--- src/rtl/gpio_pkg.sv ---
package gpio_pkg;
  localparam int unsigned BUS_W        = 32;
  localparam int unsigned MODE_W       = 3;
  localparam int unsigned PINS_PER_SEL = 10;
  localparam int unsigned SEL_FIELD_W  = PINS_PER_SEL * MODE_W;

  // word indices (byte offset / 4); behaviour depends on these positions
  localparam int unsigned SEL_WORD0 = 0;
  localparam int unsigned SET_WORD0 = 7;
  localparam int unsigned CLR_WORD0 = 10;
  localparam int unsigned LEV_WORD0 = 13;

  localparam logic [MODE_W-1:0] MODE_INPUT  = 3'b000;
  localparam logic [MODE_W-1:0] MODE_OUTPUT = 3'b001;
endpackage

--- src/rtl/gpio_addr_decode.sv ---
module gpio_addr_decode
  import gpio_pkg::*;
#(
  parameter int unsigned WORD_W    = 6,
  parameter int unsigned NUM_SEL   = 6,
  parameter int unsigned NUM_BANKS = 2
) (
  input  logic [WORD_W-1:0]    word,
  output logic [NUM_SEL-1:0]   sel_hit,
  output logic [NUM_BANKS-1:0] set_hit,
  output logic [NUM_BANKS-1:0] clr_hit,
  output logic [NUM_BANKS-1:0] lev_hit
);
  always_comb begin
    for (int i = 0; i < NUM_SEL; i++) begin
      sel_hit[i] = (word == WORD_W'(SEL_WORD0 + i));
    end
    for (int b = 0; b < NUM_BANKS; b++) begin
      set_hit[b] = (word == WORD_W'(SET_WORD0 + b));
      clr_hit[b] = (word == WORD_W'(CLR_WORD0 + b));
      lev_hit[b] = (word == WORD_W'(LEV_WORD0 + b));
    end
  end
endmodule

--- src/rtl/gpio_mode_regs.sv ---
module gpio_mode_regs
  import gpio_pkg::*;
#(
  parameter int unsigned NUM_PINS = 54,
  parameter int unsigned NUM_SEL  = 6
) (
  input  logic                     clk,
  input  logic                     rst_n,
  input  logic                     wr_en,
  input  logic [NUM_SEL-1:0]       sel_hit,
  input  logic [SEL_FIELD_W-1:0]   wdata,
  output logic [NUM_SEL*BUS_W-1:0] sel_rd,
  output logic [NUM_PINS-1:0]      pin_oe
);
  localparam int unsigned PAD_W = BUS_W - SEL_FIELD_W;

  for (genvar gp = 0; gp < NUM_PINS; gp++) begin : g_pin
    localparam int unsigned REG_IDX = gp / PINS_PER_SEL;
    localparam int unsigned SLOT    = gp % PINS_PER_SEL;
    logic              mode_en;
    logic [MODE_W-1:0] mode_d;
    logic [MODE_W-1:0] mode_q;

    assign mode_en = wr_en & sel_hit[REG_IDX];

    always_comb begin
      mode_d = wdata[SLOT*MODE_W +: MODE_W];
    end

    always_ff @(posedge clk or negedge rst_n) begin
      if (!rst_n) begin
        mode_q <= MODE_INPUT;
      end else if (mode_en) begin
        mode_q <= mode_d;
      end
    end

    assign pin_oe[gp] = (mode_q == MODE_OUTPUT);
    assign sel_rd[REG_IDX*BUS_W + SLOT*MODE_W +: MODE_W] = mode_q;
  end

  for (genvar gr = 0; gr < NUM_SEL; gr++) begin : g_word
    assign sel_rd[gr*BUS_W + SEL_FIELD_W +: PAD_W] = '0;
    for (genvar gs = 0; gs < PINS_PER_SEL; gs++) begin : g_slot
      if (gr*PINS_PER_SEL + gs >= NUM_PINS) begin : g_empty
        assign sel_rd[gr*BUS_W + gs*MODE_W +: MODE_W] = '0;
      end
    end
  end
endmodule

--- src/rtl/gpio_out_latch.sv ---
module gpio_out_latch
  import gpio_pkg::*;
#(
  parameter int unsigned NUM_PINS  = 54,
  parameter int unsigned NUM_BANKS = 2
) (
  input  logic                 clk,
  input  logic                 rst_n,
  input  logic                 wr_en,
  input  logic [NUM_BANKS-1:0] set_hit,
  input  logic [NUM_BANKS-1:0] clr_hit,
  input  logic [BUS_W-1:0]     wdata,
  output logic [NUM_PINS-1:0]  out_q
);
  logic [NUM_PINS-1:0] set_mask;
  logic [NUM_PINS-1:0] clr_mask;
  logic [NUM_PINS-1:0] out_d;
  logic                out_en;

  for (genvar gp = 0; gp < NUM_PINS; gp++) begin : g_mask
    localparam int unsigned BANK = gp / BUS_W;
    localparam int unsigned BIT  = gp % BUS_W;
    assign set_mask[gp] = wr_en & set_hit[BANK] & wdata[BIT];
    assign clr_mask[gp] = wr_en & clr_hit[BANK] & wdata[BIT];
  end

  assign out_en = |(set_mask | clr_mask);

  // clear takes priority over set when both hit one pin
  always_comb begin
    out_d = (out_q | set_mask) & ~clr_mask;
  end

  always_ff @(posedge clk or negedge rst_n) begin
    if (!rst_n) begin
      out_q <= '0;
    end else if (out_en) begin
      out_q <= out_d;
    end
  end
endmodule

--- src/rtl/gpio_in_sync.sv ---
module gpio_in_sync #(
  parameter int unsigned NUM_PINS = 54,
  parameter int unsigned STAGES   = 2
) (
  input  logic                clk,
  input  logic                rst_n,
  input  logic [NUM_PINS-1:0] pin_in,
  output logic [NUM_PINS-1:0] pin_sync
);
  logic [NUM_PINS-1:0] stage_q [STAGES];

  for (genvar gs = 0; gs < STAGES; gs++) begin : g_stage
    logic [NUM_PINS-1:0] stage_d;
    if (gs == 0) begin : g_first
      assign stage_d = pin_in;
    end else begin : g_next
      assign stage_d = stage_q[gs-1];
    end
    always_ff @(posedge clk or negedge rst_n) begin
      if (!rst_n) begin
        stage_q[gs] <= '0;
      end else begin
        stage_q[gs] <= stage_d;
      end
    end
  end

  assign pin_sync = stage_q[STAGES-1];
endmodule

--- src/rtl/gpio_setclr_ctrl.sv ---
module gpio_setclr_ctrl
  import gpio_pkg::*;
#(
  parameter int unsigned NUM_PINS    = 54,
  parameter int unsigned ADDR_W      = 8,
  parameter int unsigned SYNC_STAGES = 2
) (
  input  logic                clk,
  input  logic                rst_n,
  input  logic [ADDR_W-1:0]   bus_addr,
  input  logic                bus_wr,
  input  logic [BUS_W-1:0]    bus_wdata,
  input  logic                bus_rd,
  output logic [BUS_W-1:0]    bus_rdata,
  input  logic [NUM_PINS-1:0] pin_in,
  output logic [NUM_PINS-1:0] pin_out,
  output logic [NUM_PINS-1:0] pin_oe
);
  localparam int unsigned NUM_SEL   = (NUM_PINS + PINS_PER_SEL - 1) / PINS_PER_SEL;
  localparam int unsigned NUM_BANKS = (NUM_PINS + BUS_W - 1) / BUS_W;
  localparam int unsigned WORD_W    = ADDR_W - 2;

  logic [NUM_SEL-1:0]         sel_hit;
  logic [NUM_BANKS-1:0]       set_hit;
  logic [NUM_BANKS-1:0]       clr_hit;
  logic [NUM_BANKS-1:0]       lev_hit;
  logic [NUM_SEL*BUS_W-1:0]   sel_rd;
  logic [NUM_PINS-1:0]        pin_sync;
  logic [NUM_BANKS*BUS_W-1:0] lev_flat;
  logic [BUS_W-1:0]           rdata_d;
  logic [BUS_W-1:0]           rdata_q;

  gpio_addr_decode #(
    .WORD_W   (WORD_W),
    .NUM_SEL  (NUM_SEL),
    .NUM_BANKS(NUM_BANKS)
  ) u_decode (
    .word   (bus_addr[ADDR_W-1:2]),
    .sel_hit(sel_hit),
    .set_hit(set_hit),
    .clr_hit(clr_hit),
    .lev_hit(lev_hit)
  );

  gpio_mode_regs #(
    .NUM_PINS(NUM_PINS),
    .NUM_SEL (NUM_SEL)
  ) u_modes (
    .clk    (clk),
    .rst_n  (rst_n),
    .wr_en  (bus_wr),
    .sel_hit(sel_hit),
    .wdata  (bus_wdata[SEL_FIELD_W-1:0]),
    .sel_rd (sel_rd),
    .pin_oe (pin_oe)
  );

  gpio_out_latch #(
    .NUM_PINS (NUM_PINS),
    .NUM_BANKS(NUM_BANKS)
  ) u_latch (
    .clk    (clk),
    .rst_n  (rst_n),
    .wr_en  (bus_wr),
    .set_hit(set_hit),
    .clr_hit(clr_hit),
    .wdata  (bus_wdata),
    .out_q  (pin_out)
  );

  gpio_in_sync #(
    .NUM_PINS(NUM_PINS),
    .STAGES  (SYNC_STAGES)
  ) u_sync (
    .clk     (clk),
    .rst_n   (rst_n),
    .pin_in  (pin_in),
    .pin_sync(pin_sync)
  );

  always_comb begin
    lev_flat = '0;
    lev_flat[NUM_PINS-1:0] = pin_sync;
  end

  // set, clear and unmapped words contribute nothing, so they read zero
  always_comb begin
    rdata_d = '0;
    if (bus_rd) begin
      for (int i = 0; i < NUM_SEL; i++) begin
        if (sel_hit[i]) rdata_d = rdata_d | sel_rd[i*BUS_W +: BUS_W];
      end
      for (int b = 0; b < NUM_BANKS; b++) begin
        if (lev_hit[b]) rdata_d = rdata_d | lev_flat[b*BUS_W +: BUS_W];
      end
    end
  end

  always_ff @(posedge clk or negedge rst_n) begin
    if (!rst_n) begin
      rdata_q <= '0;
    end else begin
      rdata_q <= rdata_d;
    end
  end

  assign bus_rdata = rdata_q;
endmodule

--- config.mk ---
export PLATFORM = sky130hd
export DESIGN_NAME = gpio_setclr_ctrl
export DESIGN_NICKNAME = d
export VERILOG_FILES = /design/src/rtl/gpio_pkg.sv /design/src/rtl/gpio_addr_decode.sv /design/src/rtl/gpio_mode_regs.sv /design/src/rtl/gpio_out_latch.sv /design/src/rtl/gpio_in_sync.sv /design/src/rtl/gpio_setclr_ctrl.sv
export SDC_FILE = /design/constraint.sdc
export NUM_CORES = 1
export LEC_CHECK = 0
export BUFFER_PORTS_ARGS = -buffer_cell sky130_fd_sc_hd__buf_2
export CAP_MARGIN = 0
export CORE_MARGIN = 2
export CORE_UTILIZATION = 60
export DETAILED_ROUTE_END_ITERATION = 7
export PLACE_DENSITY = 0.85
export SLEW_MARGIN = 20
export SYNTH_ARGS = -nofsm -noshare
export SYNTH_HDL_FRONTEND = slang
export SYNTH_SLANG_ARGS = --single-unit
export TNS_END_PERCENT = 5
--- constraint.sdc ---
create_clock -name clk -period 1.35 [get_ports clk]
set_input_delay 0.0675 -clock clk [delete_from_list [all_inputs] [get_ports clk]]
set_output_delay 0.0675 -clock clk [all_outputs]
set_load 0.03 [all_outputs]
==> results of run 1 <==
[cell usage in the layout, fill, tap and decap left out, drive strengths merged, types with 12 or more instances in the layout]
master | Yosys | layout
a21oi | 100 | 100
a222oi | 24 | 24
a22oi | 56 | 56
a31oi | 30 | 30
and3 | 12 | 12
buf | 26 | 304
clkbuf | 48 | 47
dfrtp | 356 | 356
dlygate4sd3 | 0 | 88
mux2 | 162 | 162
nor3b | 54 | 54
[worst register-to-register path, cell delays in order (launching register included)]
cell      delay, ps
dfrtp_1         420
a222oi_1        490
a31oi_1         170
[how the worst max path moves through the flow]
| stage | depth (start not counted) | to | slack [ps] |
|---|---|---|---|
| floorplan | 5 | u_modes.g_pin[50].mode_q[0]$_DFFE_PN0P_ | -160 |
| global placement | 6 | bus_rdata[19]$_DFF_PN0_ | -390 |
| detailed placement | 6 | bus_rdata[15]$_DFF_PN0_ | -430 |
| CTS | 2 | pin_oe[4] | -160 |
| global route | 2 | pin_oe[4] | -180 |
| finish | 2 | pin_oe[5] | -170 |
[sequential cells by signal, summed over array words and instances (netlist names)]
| signal | cells |
|---|---|
| bus_rdata | 32 |
| u_latch.out_q | 54 |
| u_modes.g_pin.mode_q | 162 |
| u_sync.g_stage.stage_d | 54 |
| u_sync.pin_sync | 54 |
[kinds of logic (layout without fill, tap and decap cells)]
| logic type | Yosys count | in the layout |
|---|---|---|
| AND/OR/NAND/NOR | 98 | 98 |
| other | 0 | 1 |
| multiplexers | 162 | 162 |
| flip-flops | 356 | 356 |
| buffers and inverters | 75 | 452 |
| AO/OA/AOI/OAI | 224 | 224 |
[per-layer routing]
metal / GRT usage / vias up
met5: 0 / -
met4: 0.1656 / 0
met3: 0.07196 / 135
met2: 0.6057 / 647
met1: 0.4395 / 5166
li1: - / 4110
[power by group through the flow]
stage | Clock [uW] | Combinational (uW) | Sequential [uW]
after detailed placement | 0 | 3210 | 12600
after global placement | 0 | 3100 | 12500
after floorplan | 0 | 1540 | 12800
after CTS | 10000 | 3650 | 12500
after global routing | 10600 | 3990 | 12700
final | 10100 | 3780 | 12700
[metrics by stage]
step / worst slack (ps) / hold slack (ps) / setup TNS (ps) / util / instance area, um2
after global placement: -388.3 / -14.26 / -58510 / 0.7046 / 15280
after global routing: -184.5 / 52.34 / -5398 / 0.8214 / 17810
after floorplan: -156.5 / -228.1 / -26990 / - / 13260
final: -168.0 / 32.45 / -3658 / 0.8214 / 17810
after CTS: -156.8 / 31.93 / -3187 / 0.8186 / 17750
after detailed placement: -429.3 / -11.54 / -67390 / 0.7046 / 15280
[timing repair]
| item | 4_1_cts | 5_1_grt |
|---|---|---|
| resized for setup | 108 | 16 |
| hold buffers | 88 | 0 |
| setup endpoints to repair | 54 | 56 |
| setup buffers | 2 | 0 |
| hold endpoints to repair | 617 | 0 |
| pin swaps | 31 | 13 |
[cell type report]
| class | count | area (um2) | share of cell area |
|---|---|---|---|
| Multi-Input combinational cell | 484 | 4387 | 0.2462 |
| Clock buffer | 47 | 992.2 | 0.05570 |
| Inverter | 1 | 3.754 | 0.0002107 |
| Clock inverter | 12 | 180.2 | 0.01011 |
| Sequential cell | 356 | 8915 | 0.5004 |
| Antenna cell | 1 | 2.502 | 0.0001405 |
| Timing Repair Buffer | 392 | 2984 | 0.1675 |
| Tap cell | 280 | 350.3 | 0.01967 |
==> impl_results.md, run 1 <==
* Number of port buffers at 235
* Routability cong. at 0.8435
* Critical path peak fanout at 3
* Number of vias per cell at ~6.4
* Met3 Routed Length at about 3.8 mm
* # rows at 54
* Sequential share of the synthesized area at 0.6757
* DR WL/cell at 26.18 um
* Crit share post-route at 1.124
* Failing checks: negative setup slack
* Final setup violating endpoints at 50
* Setup CP Type: flip-flop to output pin
* Synth Instances at 915
* Final hold vios at 0
* Dominant cell type by area after synthesis: dfrtp_1
* Clock latency on the worst-skew pair at 530 ps
* Startpoint types: flip-flop
* Part of the power in registers at 0.477
* Largest vdd supply drop at 1.485 mV
* WP buf/inv at 1
* Dpl cells at 1,423
* Slowest-stage cell, CP: dfrtp_2
* RSZ-0062 raised after global routing: yes
* CTS buffer count at 35
* Fillers at around 1,000
* Area Growth Syn to Fin at 35.12%
* Pins Over Slew Limit at 0
* Max-Cap Viols at 0
* Worst Setup SP: u_modes.g_pin[5].mode_q[2]$_DFFE_PN0P_
* Max layer used: met4
* Post-route ant nets at 0
* RR Startpoint: u_modes.g_pin[1].mode_q[1]$_DFFE_PN0P_
* Synth Area in Simple Gates at 0.05030
* Vias in the first global route at 10,790
* Outcome: complete, but fails checks
* Total Routing Usage GR at 0.3547
* Pwr dens at 1489 nW/um2
* Post-synth cell types at 28
* Critical Path RT at 1280 ps
* Most frequent cell after synthesis: dfrtp_1
* Syn Nets at 1,013
* Clock share of power at 0.381
* Slew margin rel. at 0.6592
* Crit-path cells: nor3b_4 > buf_6
* Root buf cell: clkbuf_16
* Synth cell count leaders: dfrtp_1 (356), mux2_2 (153), a21oi_1 (100)
* Slack of the critical path at -168.0 ps
* Die ar. at 23,180 um2
* Initial drt markers at between 1,000 and 1,500
* Synth top area share at 0.6757
* Height of the die at between 150 and 200 um
* Synth Area in XOR/XNOR at 0
* Total power at 26,530 uW
* R2R depth at 2
* Layout Cells excl Fill at about 1,600
* Reg clk slew, reported paths at 70 ps
* Synth area leaders: dfrtp_1 (68%), mux2_2 (13%), a21oi_1 (3.8%)
* Synth warn at 0
* Seq cells post-synth at 356
* Max Buffers Root-to-Sink at 3
* DRT met1 WL at around 14 mm
* Slew @ Worst Pin at 506.9 ps
* Top_reg_cell synth: dfrtp_1
* Largest family of logic cells by synthesized area: multiplexers
* Initial antenna violation count at 1
* DRT Pass-1 Iters at 5
* GRT overflow at 0
* Starting density of the core at 0.6079
* Net Sw Power at 7260 uW
* R2r setup slk at approximately 120 ps
* Share of layout cells above drive strength 1 at 0.4551
* Vias post-DR at between 10,000 and 15,000
* Post-Route WL at 41.18 mm
* HPWL Detailed at 23.37 mm
* Sw frac at 0.2736
* Mapped Area at between 10,000 and 15,000 um2
* H-tree depth at 2
* Peak Freq at 658.8 MHz
* Pin count of the biggest net entering global routing at between 60 and 70
* Internal power at slightly below 20,000 uW
* Remaining DRCs at 0
* Comb power frac at 0.142
* Leakage at 0.008630 uW
* Mean post-synth cell area at 14.41 um2
* WL met2 at between 20 and 25 mm
* Worst path max stage delay at 440 ps
* Minimum clock period at around 1500 ps
* Die W at 152.2 um
* Worst hold path type: primary input to asynchronous set/reset pin
* Mux cell area share after synthesis at 0.1384
* CTS tree: yes
* Synth Area in Adders at 0
* NumNets Final at around 1,400
* Final Skew at 17.20 ps
* Worst flop-to-flop path endpoint: bus_rdata[4]$_DFF_PN0_
* Largest delay share family, worst path: flip-flops
* Core region area at roughly 22,000 um2
* CTS sink cnt at 356
* Async SR Flop Fraction at 1.000
* First-pass GRT wire length at 63.11 mm
* EDFF count, synth at 0
* Compound-Gate Fraction of Synth Area at 0.1116
* Worst Path Arrival at 1450 ps
* I/O Pins at approximately 240
* Crit path capture type: output pin
Note: power is estimated with default switching activity, not from simulation.
==> inputs of run 2 (changes only) <==
==> constraint.sdc (replaced) <==
create_clock -name clk -period 1.96 [get_ports clk]
set_input_delay 0.098 -clock clk [delete_from_list [all_inputs] [get_ports clk]]
set_output_delay 0.098 -clock clk [all_outputs]
set_load 0.03 [all_outputs]
==> run 2 against run 1 <==
Against the previous run: the run now ends clean; clock power shrank 29%; die area is the same; global-route usage shrank 2.6 points; critical path depth is the same; critical endpoint unchanged; sequential cell count is the same; worst setup slack gained 490 ps.
==> impl_results.md, run 2 (synthesis results as in run 1) <==
* Outcome: finished clean
* Post-route ant nets at 0 (unchanged)
* Part of the power in registers at 0.475 (-0.002)
* Startpoint types: flip-flop
* Slowest-stage cell, CP: dfrtp_1
* Area Growth Syn to Fin at 29.60%
* Final hold vios at 0 (unchanged)
* Pins Over Slew Limit at 0 (unchanged)
* Critical path peak fanout at 3 (unchanged)
* Initial antenna violation count at 5 (+4)
* Height of the die at 152.2 um (unchanged)
* CTS buffer count at 36 (+2.9%)
* Pin count of the biggest net entering global routing at 64 (+3.2%)
* Comb power frac at 0.129 (-0.013)
* Largest vdd supply drop at 0.7565 mV (-49%)
* NumNets Final at 1,348 (-1.5%)
* Sw frac at 0.2627 (-0.01094)
* HPWL Detailed at 22.50 mm (-3.7%)
* I/O Pins at 238 (unchanged)
* Die ar. at 23,180 um2 (unchanged)
* Worst Path Arrival at 1540 ps (+90 ps)
* Number of vias per cell at 6.244 (-2.4%)
* Minimum clock period at around 1600 ps
* Crit path capture type: output pin
* GRT overflow at 0 (unchanged)
* H-tree depth at 2 (unchanged)
* Reg clk slew, reported paths at 60 ps (about the same)
* Clock share of power at 0.396 (+0.015)
* Setup CP Type: flip-flop to output pin
* Slew @ Worst Pin at 966.0 ps (+459.1 ps)
* RSZ-0062 raised after global routing: no
* TNS Setup at 0 ps (+3658 ps)
* CTS sink cnt at 356 (unchanged)
* Most frequent cells in the layout: dfrtp_1 (356), buf_2 (234), mux2_2 (153), a21oi_1 (100), dlygate4sd3_1 (88)
* Slew margin rel. at 0.3547 (-0.3046)
* Share of layout cells above drive strength 1 at 0.3986 (-0.05652)
* Peak Freq at 612.2 MHz
* Final Skew at 11.61 ps (-5.588 ps)
* Largest Register: u_modes.g_pin.mode_q
* Die W at 152.2 um (unchanged)
* Routability cong. at 0.8022 (-4.9%)
* Most common cell after layout, fill and taps aside: dfrtp_1
* CTS resizes at 0 (-100%)
* Core region area at 21,690 um2 (unchanged)
* Worst path max stage delay at 400 ps (-40 ps)
* Hold buffer count at cts at 88 (unchanged)
* Remaining DRCs at 0 (unchanged)
* R2r setup slk at 830 ps (+710 ps)
* Post-Route WL at 38.05 mm (-7.6%)
* # rows at 54 (unchanged)
* Number of port buffers at 235 (unchanged)
* Root buf cell: clkbuf_16
* Vias post-DR at 9,734 (-3.2%)
* Pwr dens at 1061 nW/um2 (-29%)
* Clock latency on the worst-skew pair at 520 ps (about the same)
* First-pass GRT wire length at 59.07 mm (-6.4%)
* Vias in the first global route at 10,520 (-2.5%)
* Postcts setup bufs at 0 (-2)
* Crit share post-route at 0.8333
* Worst hold path type: primary input to asynchronous set/reset pin
* Leakage at 0.008328 uW (-3.5%)
* Max Buffers Root-to-Sink at 3 (unchanged)
* Starting density of the core at 0.6079 (unchanged)
* Critical Path RT at 1860 ps (+580 ps)
* Final Util at 0.7878 (-0.03358)
* DRT Pass-1 Iters at 6 (+1)
* Max-Cap Viols at 0 (unchanged)
* Internal power at 13,360 uW (-31%)
* Net Sw Power at 4761 uW (-34%)
* CTS tree: yes
* Initial drt markers at 880 (-14%)
* Max FFs per register at 162 (unchanged)
* Crit-path cells: nor3b_1 > buf_2
* Final setup violating endpoints at 0 (-100%)
* DR WL/cell at 24.41 um (-6.8%)
* Total Routing Usage GR at 0.3288 (-0.02591)
run 2: changes by cell type in the layout (fill, tap and decap cells not counted), sizes merged:
cell,change
inv,+1
diode,+1
clkbuf,+5
buf,-21
bufinv,+1
clkinv,-1
run 2: critical path, delay by kind of cell, from the launching register on:
| kind | cells | cell delay [ps] |
|---|---|---|
| buffers and inverters | 1 | 280 |
| and+or+nand+nor | 1 | 340 |
| DFF | 1 | 400 |
run 2: path summary, 6_finish.rpt:
check                      cells past startpoint                                       to                                    start
max in group asynchronous                      3             u_sync.pin_sync[2]$_DFF_PN0_                                    rst_n
hold reg to reg                                0            u_sync.pin_sync[13]$_DFF_PN0_  u_sync.g_stage[1].stage_d[13]$_DFF_PN0_
hold / removal                                 2            u_sync.pin_sync[17]$_DFF_PN0_                                    rst_n
setup reg to reg                               2                  bus_rdata[17]$_DFF_PN0_  u_modes.g_pin[25].mode_q[2]$_DFFE_PN0P_
min in group clk                               3  u_modes.g_pin[17].mode_q[0]$_DFFE_PN0P_                                   bus_wr
setup / recovery                               2                                pin_oe[5]   u_modes.g_pin[5].mode_q[2]$_DFFE_PN0P_
run 2: power groups by stage:
stage	Combinational [uW]	Sequential, uW	Clock [uW]
5_1_grt	2490	8660	7540
3_3_place_gp	2090	8620	0
6_report	2340	8600	7180
4_1_cts	2310	8560	7180
2_1_floorplan	1050	8840	0
3_5_place_dp	2150	8670	0
run 2: cell type report:
type | count | area [um2]
clock buffers | 52 | 1042
repair buffers | 371 | 2527
multi-input cells | 484 | 4046
fillers | 1183 | 4602
clock inverters | 13 | 202.7
inverters | 1 | 3.754
well taps | 280 | 350.3
flip-flops and latches | 356 | 8909
diodes | 2 | 5.005
run 2: per-layer routing:
| metal | GRT usage | up-vias | part of all wire | wire length, um |
|---|---|---|---|---|
| met5 | 0 | - | 0.0010 | 38 |
| met4 | 0.1482 | 6 | 0.042 | 1591 |
| met3 | 0.06797 | 118 | 0.079 | 3011 |
| met2 | 0.5461 | 560 | 0.50 | 19060 |
| met1 | 0.4232 | 4970 | 0.38 | 14350 |
| li1 | - | 4080 | - | - |
run 2: through the flow:
step,cell area (um2),instances,setup WS [ps],power (uW),hold WS (ps)
2_1_floorplan,13180,915,292.9,9882,-197.6
3_3_place_gp,14960,1404,132.4,10700,80.46
3_5_place_dp,14960,1404,38.38,10820,83.67
4_1_cts,17080,1557,327.8,18060,115.9
5_1_grt,17090,1559,254.1,18690,148.3
6_report,17090,1559,326.6,18120,126.5
